==> src/rtl/pbus_pkg.sv <==
`timescale 1ns/1ps
package pbus_pkg;
  localparam int WORD_W = 32;
  localparam int ON_W   = 4;
  localparam int OFF_W  = 6;
  localparam int NPOL   = 4;
  localparam int NSTB   = 3;   // strobe index: 0 chip select, 1 write, 2 read

  typedef logic [OFF_W-1:0] tick_t;

  typedef struct packed {
    tick_t cs_on;
    tick_t cs_off;
    tick_t we_on;
    tick_t we_off;
    tick_t re_on;
    tick_t re_off;
    tick_t wr_len;
    tick_t rd_len;
    tick_t gap;
    tick_t acc;
  } tcfg_t;

  typedef enum logic [1:0] {ST_IDLE, ST_RUN, ST_GAP} st_t;

  function automatic tick_t tmax(input tick_t a, input tick_t b);
    return (a > b) ? a : b;
  endfunction
endpackage

==> src/rtl/pbus_time_clamp.sv <==
`timescale 1ns/1ps
module pbus_time_clamp
  import pbus_pkg::*;
(
  input  logic [WORD_W-1:0] word_a,
  input  logic [WORD_W-1:0] word_b,
  output tcfg_t             cfg
);
  tick_t cs_on, cs_off, we_on, we_off, re_on, re_off;
  tick_t wr_len, rd_len, gap, acc;
  tick_t we_off_c, re_off_c, cs_off_c, acc_c;
  logic  unused_bits;

  // field extraction; positions are fixed by the word format
  assign cs_on  = tick_t'(word_a[3:0]);
  assign cs_off = word_a[9:4];
  assign we_on  = tick_t'(word_a[13:10]);
  assign we_off = word_a[19:14];
  assign re_on  = tick_t'(word_a[23:20]);
  assign re_off = word_a[29:24];
  assign wr_len = word_b[5:0];
  assign rd_len = word_b[11:6];
  assign gap    = word_b[17:12];
  assign acc    = word_b[27:22];
  assign unused_bits = ^{word_a[31:30], word_b[21:18], word_b[31:28]};

  // ordering repair: each value raised to its smallest legal value
  always_comb begin
    we_off_c = tmax(we_off, we_on + 1'b1);
    re_off_c = tmax(re_off, re_on + 1'b1);
    cs_off_c = tmax(tmax(cs_off, cs_on + 1'b1), tmax(we_off_c, re_off_c));
    acc_c    = tmax(acc, re_on + 1'b1);
    cfg.cs_on  = cs_on;
    cfg.cs_off = cs_off_c;
    cfg.we_on  = we_on;
    cfg.we_off = we_off_c;
    cfg.re_on  = re_on;
    cfg.re_off = re_off_c;
    cfg.wr_len = tmax(wr_len, we_off_c);
    cfg.rd_len = tmax(tmax(rd_len, re_off_c), acc_c);
    cfg.gap    = gap;
    cfg.acc    = acc_c;
  end
endmodule

==> src/rtl/pbus_tick_gen.sv <==
`timescale 1ns/1ps
module pbus_tick_gen (
  input  logic clk,
  input  logic rst_n,
  input  logic start,
  input  logic run,
  input  logic slow,
  output logic tick
);
  logic ph_q, ph_d, ph_en;

  always_comb begin
    ph_en = start | (run & slow);
    ph_d  = start ? 1'b0 : ~ph_q;
  end

  always_ff @(posedge clk or negedge rst_n) begin
    if (!rst_n) begin
      ph_q <= 1'b0;
    end else if (ph_en) begin
      ph_q <= ph_d;
    end
  end

  assign tick = run & (~slow | ph_q);
endmodule

==> src/rtl/pbus_win.sv <==
`timescale 1ns/1ps
module pbus_win
  import pbus_pkg::*;
#(
  parameter int N = NSTB
) (
  input  tick_t                     t,
  input  logic [N-1:0][OFF_W-1:0]   on_t,
  input  logic [N-1:0][OFF_W-1:0]   off_t,
  output logic [N-1:0]              hit
);
  for (genvar i = 0; i < N; i++) begin : g_win
    assign hit[i] = (t >= on_t[i]) && (t < off_t[i]);
  end
endmodule

==> src/rtl/pbus_strobe_timer.sv <==
`timescale 1ns/1ps
module pbus_strobe_timer
  import pbus_pkg::*;
#(
  parameter int DATA_W = 16
) (
  input  logic              clk,
  input  logic              rst_n,
  input  logic              req,
  input  logic              req_cmd,
  input  logic              req_rd,
  input  logic [DATA_W-1:0] wr_data,
  input  logic [WORD_W-1:0] time_a,
  input  logic [WORD_W-1:0] time_b,
  input  logic              slow_tick,
  input  logic [NPOL-1:0]   pol,
  input  logic [DATA_W-1:0] bus_din,
  output logic              cs_o,
  output logic              we_o,
  output logic              re_o,
  output logic              a0_o,
  output logic              bus_oe,
  output logic [DATA_W-1:0] bus_dout,
  output logic [DATA_W-1:0] rd_data,
  output logic              busy,
  output logic              done
);
  // reset: asserted asynchronously, released after two clock edges
  logic [1:0] rsync_q;
  logic       rst_i_n;

  always_ff @(posedge clk or negedge rst_n) begin
    if (!rst_n) rsync_q <= 2'b00;
    else        rsync_q <= {rsync_q[0], 1'b1};
  end
  assign rst_i_n = rsync_q[1];

  // state
  st_t               st_q, st_d;
  tick_t             t_q, t_d;
  tcfg_t             cfg_q, cfg_in;
  logic              slow_q, rd_q, a0_q, done_q, done_d;
  logic [DATA_W-1:0] wdat_q, rdat_q;
  logic              start, run, act, tick, cap_en;
  tick_t             cur_len;
  logic [NSTB-1:0]   hit;
  logic              cs_act, we_act, re_act;

  pbus_time_clamp u_clamp (
    .word_a (time_a),
    .word_b (time_b),
    .cfg    (cfg_in)
  );

  assign start = (st_q == ST_IDLE) & req;
  assign run   = (st_q != ST_IDLE);
  assign act   = (st_q == ST_RUN);

  pbus_tick_gen u_tick (
    .clk   (clk),
    .rst_n (rst_i_n),
    .start (start),
    .run   (run),
    .slow  (slow_q),
    .tick  (tick)
  );

  pbus_win #(.N(NSTB)) u_win (
    .t     (t_q),
    .on_t  ({cfg_q.re_on,  cfg_q.we_on,  cfg_q.cs_on}),
    .off_t ({cfg_q.re_off, cfg_q.we_off, cfg_q.cs_off}),
    .hit   (hit)
  );

  assign cur_len = rd_q ? cfg_q.rd_len : cfg_q.wr_len;

  // next state
  always_comb begin
    st_d   = st_q;
    t_d    = t_q;
    done_d = 1'b0;
    unique case (st_q)
      ST_IDLE: begin
        if (req) begin
          st_d = ST_RUN;
          t_d  = '0;
        end
      end
      ST_RUN: begin
        if (tick) begin
          if (t_q == cur_len) begin
            done_d = 1'b1;
            t_d    = '0;
            st_d   = (cfg_q.gap == '0) ? ST_IDLE : ST_GAP;
          end else begin
            t_d = t_q + 1'b1;
          end
        end
      end
      ST_GAP: begin
        if (tick) begin
          if (tick_t'(t_q + 1'b1) == cfg_q.gap) begin
            st_d = ST_IDLE;
            t_d  = '0;
          end else begin
            t_d = t_q + 1'b1;
          end
        end
      end
      default: st_d = ST_IDLE;
    endcase
    cap_en = act & rd_q & tick & (t_q == cfg_q.acc);
  end

  // registers
  always_ff @(posedge clk or negedge rst_i_n) begin
    if (!rst_i_n) begin
      st_q   <= ST_IDLE;
      t_q    <= '0;
      done_q <= 1'b0;
    end else begin
      st_q   <= st_d;
      t_q    <= t_d;
      done_q <= done_d;
    end
  end

  always_ff @(posedge clk or negedge rst_i_n) begin
    if (!rst_i_n) begin
      cfg_q  <= '0;
      slow_q <= 1'b0;
      rd_q   <= 1'b0;
      a0_q   <= 1'b0;
      wdat_q <= '0;
    end else if (start) begin
      cfg_q  <= cfg_in;
      slow_q <= slow_tick;
      rd_q   <= req_rd;
      a0_q   <= ~req_cmd;
      wdat_q <= wr_data;
    end
  end

  always_ff @(posedge clk or negedge rst_i_n) begin
    if (!rst_i_n) begin
      rdat_q <= '0;
    end else if (cap_en) begin
      rdat_q <= bus_din;
    end
  end

  // pins
  assign cs_act = act & hit[0];
  assign we_act = act & ~rd_q & hit[1];
  assign re_act = act &  rd_q & hit[2];

  assign cs_o     = ~cs_act ^ pol[0];
  assign we_o     = ~we_act ^ pol[1];
  assign re_o     = ~re_act ^ pol[2];
  assign a0_o     = a0_q ^ pol[3];
  assign bus_oe   = cs_act & ~rd_q;
  assign bus_dout = wdat_q;
  assign rd_data  = rdat_q;
  assign busy     = run;
  assign done     = done_q;
endmodule

==> config.mk <==
export PLATFORM = sky130hd
export DESIGN_NAME = pbus_strobe_timer
export DESIGN_NICKNAME = d
export VERILOG_FILES = /design/src/rtl/pbus_pkg.sv /design/src/rtl/pbus_time_clamp.sv /design/src/rtl/pbus_tick_gen.sv /design/src/rtl/pbus_win.sv /design/src/rtl/pbus_strobe_timer.sv
export SDC_FILE = /design/constraint.sdc
export NUM_CORES = 1
export LEC_CHECK = 0
export ABC_CLOCK_PERIOD_IN_PS = 4000
export BUFFER_PORTS_ARGS = -buffer_cell sky130_fd_sc_hd__buf_2
export CORE_ASPECT_RATIO = 1.1
export CORE_MARGIN = 4
export CORE_UTILIZATION = 40
export CTS_BUF_LIST = sky130_fd_sc_hd__clkbuf_4
export CTS_CLUSTER_DIAMETER = 60
export DETAILED_ROUTE_END_ITERATION = 16
export PLACE_DENSITY = 0.58
export SLEW_MARGIN = 20
export SYNTH_ARGS = -nofsm -noshare
export SYNTH_HDL_FRONTEND = slang
export SYNTH_SLANG_ARGS = --single-unit
export TNS_END_PERCENT = 100
==> constraint.sdc <==
create_clock -name clk -period 4 [get_ports clk]
set_clock_uncertainty 0.05 [all_clocks]
set_input_delay 0.8 -clock clk [delete_from_list [all_inputs] [get_ports clk]]
set_output_delay 0.8 -clock clk [all_outputs]
set_load 0.01 [all_outputs]
==> impl_metrics.prom, run 1 <==
# TYPE chip_impl_metric gauge
chip_impl_metric{name="power.combinational.fraction",unit="%"} 31.9
chip_impl_info{name="timing.critical_path.max_delay_family",value="simple AND/OR/NAND/NOR gates"} 1
chip_impl_metric{name="maxSlewViolCount",unit=""} 0
chip_impl_metric{name="final.period_utilization",unit="%"} 128
chip_impl_metric{name="die_height",unit="um"} 146
chip_impl_metric{name="netSwitchingFraction",unit="%"} 29.6
chip_impl_metric{name="die_width",unit="um"} 134
chip_impl_info{name="worstSetupStartpointType",value="input pin"} 1
chip_impl_info{name="synth.largest_area_cell",value="sky130_fd_sc_hd__dfrtp_1"} 1
chip_impl_metric{name="tns",unit="ps"} -12700
chip_impl_metric{name="post_synth.cell_area_avg",unit="um2"} 8.92
chip_impl_metric{name="globalRoute.totalOverflow",unit=""} 0
chip_impl_metric{name="cp_data_required_time",unit="ps"} 4320
chip_impl_metric{name="synthCells",unit=""} 779
chip_impl_metric{name="worst_voltage_drop_across_the_vdd_grid",unit="V"} 0.000113
chip_impl_metric{name="fillerInstances",unit=""} 1617
chip_impl_info{name="critical-path-top-cell-by-count",value="sky130_fd_sc_hd__ha_4"} 1
chip_impl_metric{name="fraction_of_final_layout_cells_with_drive_strength_greater_than_1",unit="%"} 37.4
chip_impl_metric{name="synth_simple_gate_area_share",unit="%"} 16.6
chip_impl_metric{name="cap_viol_max_count",unit=""} 0
chip_impl_metric{name="ys_ff_latch",unit=""} 101
chip_impl_metric{name="reg2reg_slack",unit="ps"} 1310
chip_impl_info{name="synth_top_cells_by_area",value="sky130_fd_sc_hd__dfrtp_1, sky130_fd_sc_hd__ha_1, sky130_fd_sc_hd__nand2_1"} 1
chip_impl_metric{name="synth_top_area_share",unit="%"} 36.4
chip_impl_metric{name="multiplexer_fraction_of_the_synthesized_cell_area",unit="%"} 6.81
chip_impl_info{name="synth_flop_cell",value="sky130_fd_sc_hd__dfrtp_1"} 1
chip_impl_metric{name="initialDrtViolationCount",unit=""} 222
chip_impl_metric{name="period_needed",unit="ps"} 5120
chip_impl_metric{name="drt-vias-per-instance",unit=""} 4.86
chip_impl_info{name="layout.cells.most_common_list",value="sky130_fd_sc_hd__nand2_1, sky130_fd_sc_hd__buf_2, sky130_fd_sc_hd__buf_4"} 1
chip_impl_metric{name="drtPass1Iterations",unit=""} 4
chip_impl_metric{name="core_area",unit="um2"} 17000
chip_impl_info{name="grt_setup_unrepaired",value="yes"} 1
chip_impl_metric{name="seq_power_share",unit="%"} 43.2
chip_impl_metric{name="clk_latency",unit="ps"} 480
chip_impl_metric{name="syn_to_final_growth",unit="%"} 35.0
chip_impl_metric{name="path_buf_inv",unit=""} 2
chip_impl_info{name="layout_commonest_cell",value="sky130_fd_sc_hd__nand2_1"} 1
chip_impl_metric{name="layout_setup_ws",unit="ps"} -1120
chip_impl_metric{name="number_of_buffer_cells_added_on_primary_ports",unit=""} 134
chip_impl_metric{name="cts.sink_count",unit=""} 101
chip_impl_metric{name="synthAdderAreaFrac",unit="%"} 14.2
chip_impl_metric{name="route.detailed.wl_per_inst",unit="um"} 14.5
chip_impl_metric{name="share_clk_of_total_power",unit="%"} 24.9
chip_impl_info{name="worst_path_cell_trace",value="buf_8, ha_4, xnor2_2, ha_1, and3b_1, a211oi_2, maj3_2, o21a_4, or3_4, and2_4, inv_4, ha_4, nand4b_1, or4_4, a32oi_4, mux2_4, ha_4, nand3_2, o21ai_2, o21ai_4, and2_4, a221o_1"} 1
chip_impl_info{name="timing.critical_path.to_type",value="flip-flop"} 1
chip_impl_metric{name="cts_inserted_buffers",unit=""} 9
chip_impl_metric{name="drtAntennaViolNets",unit=""} 0
chip_impl_info{name="cts_tree",value="yes"} 1
chip_impl_info{name="critical_path_class",value="in2reg"} 1
chip_impl_metric{name="worstMarginPinSlew",unit="ps"} 1060
chip_impl_metric{name="routabilityCongestion",unit=""} 0.826
chip_impl_metric{name="post_synth_instance_area",unit="um2"} 6950
chip_impl_metric{name="number_of_antenna_violations_at_the_first_check_in_global_routing",unit=""} 1
chip_impl_metric{name="net-switching-power",unit="mW"} 0.717
chip_impl_metric{name="achievable-frequency",unit="GHz"} 0.195
chip_impl_metric{name="place_hpwl",unit="um"} 14300
chip_impl_metric{name="seq_area_frac_synth",unit="%"} 36.4
chip_impl_metric{name="power.density_cell_area",unit="nW/um2"} 258
chip_impl_metric{name="power.static_leakage",unit="nW"} 4.69
chip_impl_info{name="worst_path_max_delay_cell",value="sky130_fd_sc_hd__or4_4"} 1
chip_impl_metric{name="dpl.cell_count",unit=""} 1232
chip_impl_metric{name="synth_cell_type_count",unit=""} 73
chip_impl_metric{name="drcViolationCount",unit=""} 0
chip_impl_metric{name="ios",unit=""} 145
chip_impl_metric{name="grt.total_usage",unit="%"} 18.9
chip_impl_metric{name="routed-via-count",unit=""} 6148
chip_impl_metric{name="first_pass_grt_wire_length",unit="um"} 30100
chip_impl_metric{name="finalHoldViolations",unit=""} 0
chip_impl_metric{name="first_global_vias",unit=""} 6150
chip_impl_metric{name="ctsHtreeMaxLevel",unit=""} 3
chip_impl_metric{name="post_synth_xor_area_fraction",unit="%"} 4.76
chip_impl_metric{name="critical_path_arrival",unit="ps"} 5440
chip_impl_info{name="synth_top_family_by_area",value="simple AND/OR/NAND/NOR gates"} 1
chip_impl_metric{name="final_cell_count_no_fill",unit=""} 1265
chip_impl_metric{name="crit_path_max_incr_delay",unit="ps"} 440
chip_impl_info{name="outcome",value="complete, but fails checks"} 1
chip_impl_metric{name="synth_async_sr_flop_share",unit="%"} 100
chip_impl_metric{name="finalSetupViolCount",unit=""} 18
chip_impl_metric{name="num_rows",unit=""} 50
chip_impl_metric{name="fin_nets",unit=""} 1208
chip_impl_metric{name="clkTransAtPathRegs",unit="ps"} 170
chip_impl_metric{name="postSynthNetCount",unit=""} 962
chip_impl_info{name="hold_path.class",value="reg2reg"} 1
chip_impl_metric{name="clock_tree.buffer_depth",unit=""} 2
chip_impl_metric{name="internal_power",unit="mW"} 1.70
chip_impl_metric{name="synth.yosys.warnings",unit=""} 0
chip_impl_metric{name="initial_utilization",unit="%"} 40.8
chip_impl_metric{name="die-area",unit="um2"} 19500
chip_impl_metric{name="critical_path_peak_fanout",unit=""} 8
chip_impl_metric{name="edff_count_synth",unit=""} 0
chip_impl_info{name="violations",value="negative setup slack"} 1
chip_impl_metric{name="grt_start_max_net_pins",unit=""} 63
chip_impl_metric{name="drt-total-wl",unit="um"} 18300
chip_impl_metric{name="slew_headroom",unit="%"} 29.2
chip_impl_info{name="cts_root_buf",value="sky130_fd_sc_hd__clkbuf_4"} 1
chip_impl_metric{name="fraction_of_the_mapped_netlist_area_in_compound_gates",unit="%"} 15.4
layout make-up:
type | instances | area, um2 | share of cell area, %
clock buffer | 10 | 75.1 | 0.801
tap | 234 | 293 | 3.12
clock inverter | 6 | 86.3 | 0.921
inverter | 69 | 267 | 2.84
timing repair buffer | 266 | 1710 | 18.3
sequential | 101 | 2530 | 27.0
antenna | 1 | 2.50 | 0.0267
multi-input combinational | 578 | 4410 | 47.0
cell families (layout without fill, tap and decap cells):
family	after synthesis	after routing
muxes	44	44
xor gates and xnor gates	36	36
DFF	101	101
adders and majority gates	79	79
and+or+nand+nor	250	250
AOI/OAI and AO/OA	168	168
other	1	2
buffers and inverters	100	351
synth_stat cells, types with 2 or more instances:
master and count:
sky130_fd_sc_hd__a2111oi_0 4, sky130_fd_sc_hd__o21ba_2 2, sky130_fd_sc_hd__inv_1 68, sky130_fd_sc_hd__nor2b_1 12, sky130_fd_sc_hd__clkbuf_1 26, sky130_fd_sc_hd__clkbuf_8 2, sky130_fd_sc_hd__o311ai_0 3, sky130_fd_sc_hd__and2_1 4
sky130_fd_sc_hd__nor3_1 13, sky130_fd_sc_hd__nand2b_1 14, sky130_fd_sc_hd__xor2_1 15, sky130_fd_sc_hd__dfrtp_1 101, sky130_fd_sc_hd__nand2_1 148, sky130_fd_sc_hd__mux2i_1 21, sky130_fd_sc_hd__o21ai_1 2, sky130_fd_sc_hd__a22oi_1 5
sky130_fd_sc_hd__o31a_1 2, sky130_fd_sc_hd__o21ai_0 74, sky130_fd_sc_hd__o211ai_1 2, sky130_fd_sc_hd__a21o_1 11, sky130_fd_sc_hd__a32oi_1 2, sky130_fd_sc_hd__nor2_1 20, sky130_fd_sc_hd__a21oi_1 27, sky130_fd_sc_hd__o21a_1 4
sky130_fd_sc_hd__or3_1 3, sky130_fd_sc_hd__o31ai_1 6, sky130_fd_sc_hd__nor4_1 4, sky130_fd_sc_hd__xnor2_1 19, sky130_fd_sc_hd__a211oi_1 4, sky130_fd_sc_hd__mux2_2 22, sky130_fd_sc_hd__ha_1 77, sky130_fd_sc_hd__and3_1 2
sky130_fd_sc_hd__a21boi_0 2, sky130_fd_sc_hd__and2_2 2, sky130_fd_sc_hd__or4_4 2, sky130_fd_sc_hd__a31oi_1 3, sky130_fd_sc_hd__nand4_1 4, sky130_fd_sc_hd__clkbuf_2 2, sky130_fd_sc_hd__nand3_1 11
power groups by stage:
stage               registers [mW]  logic, mW  clock network (mW)
CTS                           1.05      0.689               0.623
detailed placement            1.07      0.640                   0
floorplan                     1.07      0.329                   0
global route                  1.05      0.851               0.658
global placement              1.07      0.636                   0
finish                        1.05      0.771               0.603
worst paths after layout:
kind / from / end / depth (start not counted)
max in group asynchronous: rsync_q[1]$_DFF_PN0_ / cfg_q[28]$_DFFE_PN0P_ / 1
worst min-delay path: rsync_q[0]$_DFF_PN0_ / rsync_q[1]$_DFF_PN0_ / 0
worst max-delay path: time_a[20] / cfg_q[48]$_DFFE_PN0P_ / 22
worst max register to register: st_q[1]$_DFFE_PN0P_ / rd_data[15]$_DFFE_PN0P_ / 6
worst min register to register: rsync_q[0]$_DFF_PN0_ / rsync_q[1]$_DFF_PN0_ / 0
min in group asynchronous: rsync_q[1]$_DFF_PN0_ / bus_dout[7]$_DFFE_PN0P_ / 0
state kept, by name, summed over array words and instances (netlist names):
register	flops
a0_q	1
bus_dout	16
cfg_q	54
done	1
rd_data	16
rd_q	1
rsync_q	2
slow_q	1
st_q	2
t_q	6
u_tick.ph_q	1
routing by layer:
metal | up-vias | track usage (%) | routed length [um]
li1 | 3171 | - | -
met1 | 2818 | 25.1 | 8590
met2 | 130 | 31.5 | 8590
met3 | 29 | 2.31 | 655
met4 | 0 | 7.25 | 485
met5 | - | 0 | 0
per-stage QoR:
stage | hold WS [ps] | power, mW | cell area (um2) | util [%] | setup WS [ps]
floorplan | 281 | 1.40 | 7100 | - | -1220
global placement | 286 | 1.70 | 8780 | 51.6 | -1490
detailed placement | 286 | 1.71 | 8780 | 51.6 | -1560
CTS | 332 | 2.36 | 9130 | 53.6 | -895
global route | 350 | 2.56 | 9380 | 55.1 | -1250
finish | 333 | 2.42 | 9380 | 55.1 | -1120
repair_timing:
action / in CTS / in global routing
hold endpoints to repair: 2 / 0
gates cloned: 1 / 0
setup buffers: 7 / 7
pin swaps: 7 / 24
endpoints found under the setup margin: 18 / 19
hold buffers: 1 / 0
gates resized for setup: 27 / 46
Power figures use the tool's default switching activity.
==> run 2: changes to the inputs <==
--- a/config.mk
+++ b/config.mk
@@ -6,14 +6,14 @@
 export NUM_CORES = 1
 export LEC_CHECK = 0
 export ABC_CLOCK_PERIOD_IN_PS = 4000
-export BUFFER_PORTS_ARGS = -buffer_cell sky130_fd_sc_hd__buf_2
 export CORE_ASPECT_RATIO = 1.1
 export CORE_MARGIN = 4
 export CORE_UTILIZATION = 40
 export CTS_BUF_LIST = sky130_fd_sc_hd__clkbuf_4
 export CTS_CLUSTER_DIAMETER = 60
 export DETAILED_ROUTE_END_ITERATION = 16
-export PLACE_DENSITY = 0.58
+export DONT_BUFFER_PORTS = 1
+export PLACE_DENSITY = 0.51
 export SLEW_MARGIN = 20
 export SYNTH_ARGS = -nofsm -noshare
 export SYNTH_HDL_FRONTEND = slang
==> impl_metrics.prom, run 2 (synthesis results as in run 1) <==
# TYPE chip_impl_metric gauge
chip_impl_metric{name="syn_to_final_growth",unit="%"} 23.9
chip_impl_metric{name="finalHoldViolations",unit=""} 0
chip_impl_metric{name="finalSetupViolCount",unit=""} 14
chip_impl_metric{name="placement.setup.worst_slack",unit="ps"} -1510
chip_impl_metric{name="period_needed",unit="ps"} 5010
chip_impl_metric{name="first_pass_grt_wire_length",unit="um"} 29900
chip_impl_metric{name="die-area",unit="um2"} 19500
chip_impl_metric{name="drtAntennaViolNets",unit=""} 0
chip_impl_metric{name="dpl.cell_count",unit=""} 1071
chip_impl_metric{name="clk_latency",unit="ps"} 460
chip_impl_metric{name="drt-vias-per-instance",unit=""} 5.23
chip_impl_metric{name="routabilityCongestion",unit=""} 0.874
chip_impl_metric{name="place_hpwl",unit="um"} 14600
chip_impl_info{name="critical_path_class",value="in2reg"} 1
chip_impl_info{name="cts_root_buf",value="sky130_fd_sc_hd__clkbuf_4"} 1
chip_impl_metric{name="die_width",unit="um"} 134
chip_impl_info{name="outcome",value="complete, but fails checks"} 1
chip_impl_info{name="hold_path.class",value="reg2reg"} 1
chip_impl_info{name="timing.rr.start",value="st_q[1]$_DFFE_PN0P_"} 1
chip_impl_metric{name="number_of_buffer_cells_added_on_primary_ports",unit=""} 0
chip_impl_metric{name="worst_voltage_drop_across_the_vdd_grid",unit="V"} 0.000189
chip_impl_metric{name="cap_viol_max_count",unit=""} 0
chip_impl_metric{name="totalPowerFinal",unit="mW"} 2.30
chip_impl_metric{name="maxSlewViolCount",unit=""} 0
chip_impl_metric{name="grt.total_usage",unit="%"} 18.9
chip_impl_metric{name="num_rows",unit=""} 50
chip_impl_metric{name="initial_utilization",unit="%"} 40.8
chip_impl_metric{name="cts.sink_count",unit=""} 101
chip_impl_metric{name="ctsHtreeMaxLevel",unit=""} 3
chip_impl_metric{name="number_of_antenna_violations_at_the_first_check_in_global_routing",unit=""} 1
chip_impl_metric{name="power.density_cell_area",unit="nW/um2"} 267
chip_impl_metric{name="fillerInstances",unit=""} 1615
chip_impl_metric{name="final_core_utilization",unit="%"} 50.6
chip_impl_info{name="grt_setup_unrepaired",value="yes"} 1
chip_impl_metric{name="layout_setup_ws",unit="ps"} -1010
chip_impl_metric{name="drtPass1Iterations",unit=""} 4
chip_impl_metric{name="clock_tree.buffer_depth",unit=""} 2
chip_impl_metric{name="final.period_utilization",unit="%"} 125
chip_impl_metric{name="cp_data_required_time",unit="ps"} 4310
chip_impl_metric{name="first_global_vias",unit=""} 5950
chip_impl_info{name="worstReg2RegEnd",value="rd_data[1]$_DFFE_PN0P_"} 1
chip_impl_info{name="violations",value="negative setup slack"} 1
chip_impl_metric{name="slew_headroom",unit="%"} 37.5
chip_impl_metric{name="ios",unit=""} 145
chip_impl_metric{name="initialDrtViolationCount",unit=""} 218
chip_impl_metric{name="drcViolationCount",unit=""} 0
chip_impl_metric{name="cts_inserted_buffers",unit=""} 9
chip_impl_metric{name="power.static_leakage",unit="nW"} 4.04
chip_impl_metric{name="drt-total-wl",unit="um"} 18800
chip_impl_metric{name="r2r_cells",unit=""} 6
chip_impl_metric{name="critical_path_arrival",unit="ps"} 5330
chip_impl_metric{name="clkTransAtPathRegs",unit="ps"} 150
chip_impl_metric{name="achievable-frequency",unit="GHz"} 0.200
chip_impl_metric{name="die_height",unit="um"} 146
chip_impl_metric{name="routed-via-count",unit=""} 5818
chip_impl_metric{name="critical_path_peak_fanout",unit=""} 5
chip_impl_metric{name="route.detailed.wl_per_inst",unit="um"} 16.9
chip_impl_metric{name="reg2reg_slack",unit="ps"} 1270
chip_impl_metric{name="core_area",unit="um2"} 17000
chip_impl_info{name="cp-startpoint",value="time_a[20]"} 1
chip_impl_metric{name="tns",unit="ps"} -10510
chip_impl_metric{name="worstMarginPinSlew",unit="ps"} 938
chip_impl_info{name="timing.critical_path.to_type",value="flip-flop"} 1
chip_impl_metric{name="largest_reg_flops",unit=""} 54
chip_impl_info{name="cts_tree",value="yes"} 1
chip_impl_info{name="layout.cells.most_common_list",value="sky130_fd_sc_hd__nand2_1, sky130_fd_sc_hd__buf_4, sky130_fd_sc_hd__dfrtp_1"} 1
chip_impl_info{name="layout_commonest_cell",value="sky130_fd_sc_hd__nand2_1"} 1
chip_impl_metric{name="globalRoute.totalOverflow",unit=""} 0
chip_impl_metric{name="fraction_of_final_layout_cells_with_drive_strength_greater_than_1",unit="%"} 27.7
chip_impl_metric{name="hold_slack",unit="ps"} 329
chip_impl_metric{name="final_cell_count_no_fill",unit=""} 1112
chip_impl_info{name="worstSetupStartpointType",value="input pin"} 1
chip_impl_metric{name="grt_start_max_net_pins",unit=""} 72
chip_impl_metric{name="fin_area",unit="um2"} 8600
chip_impl_info{name="reg_with_most_ffs",value="cfg_q"} 1
chip_impl_metric{name="placedInstanceArea",unit="um2"} 7910
chip_impl_info{name="endpoint",value="cfg_q[48]$_DFFE_PN0P_"} 1
chip_impl_metric{name="fin_nets",unit=""} 1055
-- run 2: worst min-delay path by stage --
| stage | cells past startpoint | slack (ps) | to | startpoint |
|---|---|---|---|---|
| 2_1_floorplan | 0 | 280 | rsync_q[1]$_DFF_PN0_ | rsync_q[0]$_DFF_PN0_ |
| 3_3_place_gp | 0 | 290 | rsync_q[1]$_DFF_PN0_ | rsync_q[0]$_DFF_PN0_ |
| 3_5_place_dp | 0 | 290 | rsync_q[1]$_DFF_PN0_ | rsync_q[0]$_DFF_PN0_ |
| 4_1_cts | 0 | 340 | rsync_q[1]$_DFF_PN0_ | rsync_q[0]$_DFF_PN0_ |
| 5_1_grt | 1 | 340 | u_tick.ph_q$_DFFE_PN0P_ | req |
| 6_report | 0 | 330 | rsync_q[1]$_DFF_PN0_ | rsync_q[0]$_DFF_PN0_ |
-- run 2: final cells by class --
| type | instances | area, um2 | area share, % |
|---|---|---|---|
| Tap cell | 234 | 293 | 3.40 |
| Timing Repair Buffer | 112 | 863 | 10.0 |
| Antenna cell | 1 | 2.50 | 0.0291 |
| Multi-Input combinational cell | 579 | 4520 | 52.5 |
| Clock inverter | 6 | 55.1 | 0.640 |
| Sequential cell | 101 | 2530 | 29.4 |
| Inverter | 69 | 267 | 3.10 |
| Clock buffer | 10 | 75.1 | 0.873 |
-- run 2: timing repair --
item	4_1_cts	5_1_grt
hold buffers	1	0
pin swaps	20	14
setup buffers	11	9
hold endpoints to repair	2	0
endpoints found under the setup margin	15	19
gates cloned	2	1
gates resized for setup	44	51
-- run 2: report_power, final --
| group | switching (mW) | internal, mW |
|---|---|---|
| registers | 0.0228 | 1.03 |
| clock network | 0.333 | 0.193 |
| logic | 0.335 | 0.385 |
-- run 2: critical path, cell delays in order --
cell and delay (ps):
sky130_fd_sc_hd__ha_4 160, sky130_fd_sc_hd__xnor2_4 150, sky130_fd_sc_hd__ha_4 280, sky130_fd_sc_hd__and3b_1 170, sky130_fd_sc_hd__a211oi_2 50, sky130_fd_sc_hd__maj3_2 320, sky130_fd_sc_hd__o21a_4 220, sky130_fd_sc_hd__or3_4 390
sky130_fd_sc_hd__and2_4 160, sky130_fd_sc_hd__inv_4 70, sky130_fd_sc_hd__ha_4 120, sky130_fd_sc_hd__nand4b_1 100, sky130_fd_sc_hd__or4_4 440, sky130_fd_sc_hd__a32oi_4 260, sky130_fd_sc_hd__buf_4 160, sky130_fd_sc_hd__mux2_4 310
sky130_fd_sc_hd__ha_4 280, sky130_fd_sc_hd__nand3_4 110, sky130_fd_sc_hd__o21ai_4 220, sky130_fd_sc_hd__o21ai_4 110, sky130_fd_sc_hd__and2_4 160, sky130_fd_sc_hd__a221o_1 280
-- run 2: metal layers --
metal,wire length (um),GRT usage (%),part of all wire [%]
met1,8180,23.8,43
met2,9270,32.9,49
met5,0,0,0
met4,335,5.71,1.8
met3,1040,3.76,5.5
==> run 3: changes to the inputs <==
--- a/config.mk
+++ b/config.mk
@@ -8,12 +8,13 @@
 export ABC_CLOCK_PERIOD_IN_PS = 4000
 export CORE_ASPECT_RATIO = 1.1
 export CORE_MARGIN = 4
-export CORE_UTILIZATION = 40
+export CORE_UTILIZATION = 28
 export CTS_BUF_LIST = sky130_fd_sc_hd__clkbuf_4
 export CTS_CLUSTER_DIAMETER = 60
 export DETAILED_ROUTE_END_ITERATION = 16
 export DONT_BUFFER_PORTS = 1
-export PLACE_DENSITY = 0.51
+export GPL_ROUTABILITY_DRIVEN = 0
+export PLACE_DENSITY = 0.38
 export SLEW_MARGIN = 20
 export SYNTH_ARGS = -nofsm -noshare
 export SYNTH_HDL_FRONTEND = slang
==> impl_metrics.prom, run 3 (synthesis results as in run 1) <==
# TYPE chip_impl_metric gauge
chip_impl_metric{name="die-area",unit="um2"} 27400
chip_impl_info{name="layout_commonest_cell",value="sky130_fd_sc_hd__nand2_1"} 1
chip_impl_metric{name="achievable-frequency",unit="GHz"} 0.202
chip_impl_metric{name="fraction_of_final_layout_cells_with_drive_strength_greater_than_1",unit="%"} 27.3
chip_impl_metric{name="placedInstanceArea",unit="um2"} 7980
chip_impl_metric{name="final_core_utilization",unit="%"} 35.6
chip_impl_metric{name="routed-via-count",unit=""} 5686
chip_impl_metric{name="seq_power_share",unit="%"} 46.0
chip_impl_info{name="timing.critical_path.to_type",value="flip-flop"} 1
chip_impl_metric{name="fillerInstances",unit=""} 2523
chip_impl_info{name="hold_path.class",value="reg2async"} 1
chip_impl_metric{name="reg2reg_slack",unit="ps"} 1200
chip_impl_metric{name="r2r_cells",unit=""} 6
chip_impl_info{name="cts_root_buf",value="sky130_fd_sc_hd__clkbuf_4"} 1
chip_impl_metric{name="worst_voltage_drop_across_the_vdd_grid",unit="V"} 0.0000995
chip_impl_metric{name="tns",unit="ps"} -10270
chip_impl_metric{name="critical_path_arrival",unit="ps"} 5230
chip_impl_metric{name="final_cell_count_no_fill",unit=""} 1184
chip_impl_metric{name="syn_to_final_growth",unit="%"} 25.5
chip_impl_info{name="cts_tree",value="yes"} 1
chip_impl_metric{name="slew_headroom",unit="%"} 37.5
chip_impl_metric{name="globalRoute.totalOverflow",unit=""} 0
chip_impl_metric{name="fin_nets",unit=""} 1051
chip_impl_metric{name="finalSetupViolCount",unit=""} 18
chip_impl_metric{name="drt-vias-per-instance",unit=""} 4.80
chip_impl_metric{name="power.density_cell_area",unit="nW/um2"} 261
chip_impl_metric{name="period_needed",unit="ps"} 4950
chip_impl_metric{name="final-seq-area",unit="um2"} 2530
chip_impl_metric{name="cap_viol_max_count",unit=""} 0
chip_impl_metric{name="netSwitchingFraction",unit="%"} 31.9
chip_impl_metric{name="ctsHtreeMaxLevel",unit=""} 3
chip_impl_metric{name="route.detailed.wl_per_inst",unit="um"} 17.1
chip_impl_info{name="worstSetupStartpointType",value="input pin"} 1
chip_impl_metric{name="first_pass_grt_wire_length",unit="um"} 31700
chip_impl_metric{name="num_rows",unit=""} 60
chip_impl_metric{name="finalHoldViolations",unit=""} 0
chip_impl_metric{name="die_width",unit="um"} 158
chip_impl_metric{name="clk_latency",unit="ps"} 480
chip_impl_metric{name="critical_path_peak_fanout",unit=""} 5
chip_impl_metric{name="layout_setup_ws",unit="ps"} -949
chip_impl_info{name="grt_setup_unrepaired",value="yes"} 1
chip_impl_metric{name="cts_inserted_buffers",unit=""} 9
chip_impl_metric{name="multi_input_area",unit="um2"} 4530
chip_impl_info{name="layout.cells.most_common_list",value="sky130_fd_sc_hd__nand2_1, sky130_fd_sc_hd__dfrtp_1, sky130_fd_sc_hd__buf_4"} 1
chip_impl_metric{name="drtPass1Iterations",unit=""} 4
chip_impl_metric{name="net-switching-power",unit="mW"} 0.724
chip_impl_metric{name="grt_start_max_net_pins",unit=""} 74
chip_impl_metric{name="clock_tree.buffer_depth",unit=""} 2
chip_impl_info{name="critical_path_class",value="in2reg"} 1
chip_impl_metric{name="drcViolationCount",unit=""} 0
chip_impl_metric{name="fin_area",unit="um2"} 8720
chip_impl_metric{name="drtAntennaViolNets",unit=""} 0
chip_impl_info{name="reg_with_most_ffs",value="cfg_q"} 1
chip_impl_metric{name="grt.total_usage",unit="%"} 14.6
chip_impl_metric{name="cp_data_required_time",unit="ps"} 4280
chip_impl_metric{name="die_height",unit="um"} 173
chip_impl_metric{name="power.static_leakage",unit="nW"} 4.01
chip_impl_metric{name="totalPowerFinal",unit="mW"} 2.27
chip_impl_info{name="outcome",value="complete, but fails checks"} 1
chip_impl_metric{name="core_area",unit="um2"} 24500
chip_impl_metric{name="number_of_antenna_violations_at_the_first_check_in_global_routing",unit=""} 1
chip_impl_info{name="violations",value="negative setup slack"} 1
chip_impl_metric{name="number_of_buffer_cells_added_on_primary_ports",unit=""} 0
chip_impl_metric{name="worstMarginPinSlew",unit="ps"} 914
chip_impl_metric{name="initialDrtViolationCount",unit=""} 259
chip_impl_metric{name="place_hpwl",unit="um"} 15700
chip_impl_metric{name="share_clk_of_total_power",unit="%"} 22.0
chip_impl_metric{name="cts.sink_count",unit=""} 101
chip_impl_metric{name="initial_utilization",unit="%"} 28.4
chip_impl_metric{name="internal_power",unit="mW"} 1.55
chip_impl_metric{name="drt-total-wl",unit="um"} 20200
chip_impl_metric{name="hold_slack",unit="ps"} 193
chip_impl_metric{name="clkTransAtPathRegs",unit="ps"} 170
chip_impl_metric{name="largest_reg_flops",unit=""} 54
chip_impl_metric{name="power.combinational.fraction",unit="%"} 32.0
chip_impl_metric{name="ios",unit=""} 145
chip_impl_metric{name="maxSlewViolCount",unit=""} 0
chip_impl_metric{name="placement.setup.worst_slack",unit="ps"} -1490
chip_impl_metric{name="final.period_utilization",unit="%"} 124
chip_impl_metric{name="first_global_vias",unit=""} 5867
chip_impl_metric{name="dpl.cell_count",unit=""} 1143
[run 3: what timing repair did]
action,CTS,global route
setup buffers,15,7
setup endpoints to repair,14,19
gates resized for setup,43,47
endpoints found under the hold margin,2,0
hold buffers,1,0
pin swaps,24,29
gates cloned,1,1
[run 3: final timing paths]
check	from	end
worst max-delay path	time_a[21]	cfg_q[52]$_DFFE_PN0P_
worst min-delay path	rsync_q[1]$_DFF_PN0_	cfg_q[30]$_DFFE_PN0P_
worst max register to register	st_q[1]$_DFFE_PN0P_	rd_data[7]$_DFFE_PN0P_
worst min register to register	rsync_q[1]$_DFF_PN0_	cfg_q[30]$_DFFE_PN0P_
max in group asynchronous	rsync_q[1]$_DFF_PN0_	rd_data[7]$_DFFE_PN0P_
min in group clk	rsync_q[0]$_DFF_PN0_	rsync_q[1]$_DFF_PN0_
[run 3: final cells by class]
class	count	area share, %
sequential	101	29.0
clock inverter	6	0.459
clock buffer	10	0.861
inverter	69	3.07
multi-input combinational	579	52.0
tap	310	4.45
antenna	1	0.0287
timing repair buffer	108	10.1
[run 3: power groups by stage]
stage / registers, mW / logic, mW / clock network [mW]
global route: 1.05 / 0.802 / 0.565
CTS: 1.06 / 0.649 / 0.536
finish: 1.05 / 0.728 / 0.499
global placement: 1.08 / 0.532 / 0
detailed placement: 1.08 / 0.540 / 0
floorplan: 1.07 / 0.329 / 0
[run 3: per-layer routing]
metal | part of all wire, % | global-route usage [%]
met4 | 1.4 | 4.05
met2 | 50 | 25.3
met3 | 5.0 | 2.60
met1 | 44 | 18.6
met5 | 0 | 0
[run 3: critical path, cell delays in order]
cell,delay (ps)
sky130_fd_sc_hd__ha_4,160
sky130_fd_sc_hd__xnor2_4,150
sky130_fd_sc_hd__ha_4,270
sky130_fd_sc_hd__and3b_1,170
sky130_fd_sc_hd__a211oi_2,40
sky130_fd_sc_hd__maj3_2,330
sky130_fd_sc_hd__o21a_4,250
sky130_fd_sc_hd__or3_4,360
sky130_fd_sc_hd__and2_4,160
sky130_fd_sc_hd__inv_4,70
sky130_fd_sc_hd__ha_4,120
sky130_fd_sc_hd__nand4b_1,100
sky130_fd_sc_hd__or4_4,440
sky130_fd_sc_hd__a32oi_4,230
sky130_fd_sc_hd__buf_12,170
sky130_fd_sc_hd__mux2_4,330
sky130_fd_sc_hd__ha_4,280
sky130_fd_sc_hd__nand3_4,90
sky130_fd_sc_hd__o21ai_4,210
sky130_fd_sc_hd__o21ai_4,100
sky130_fd_sc_hd__o21ai_0,280
sky130_fd_sc_hd__o21ai_0,120
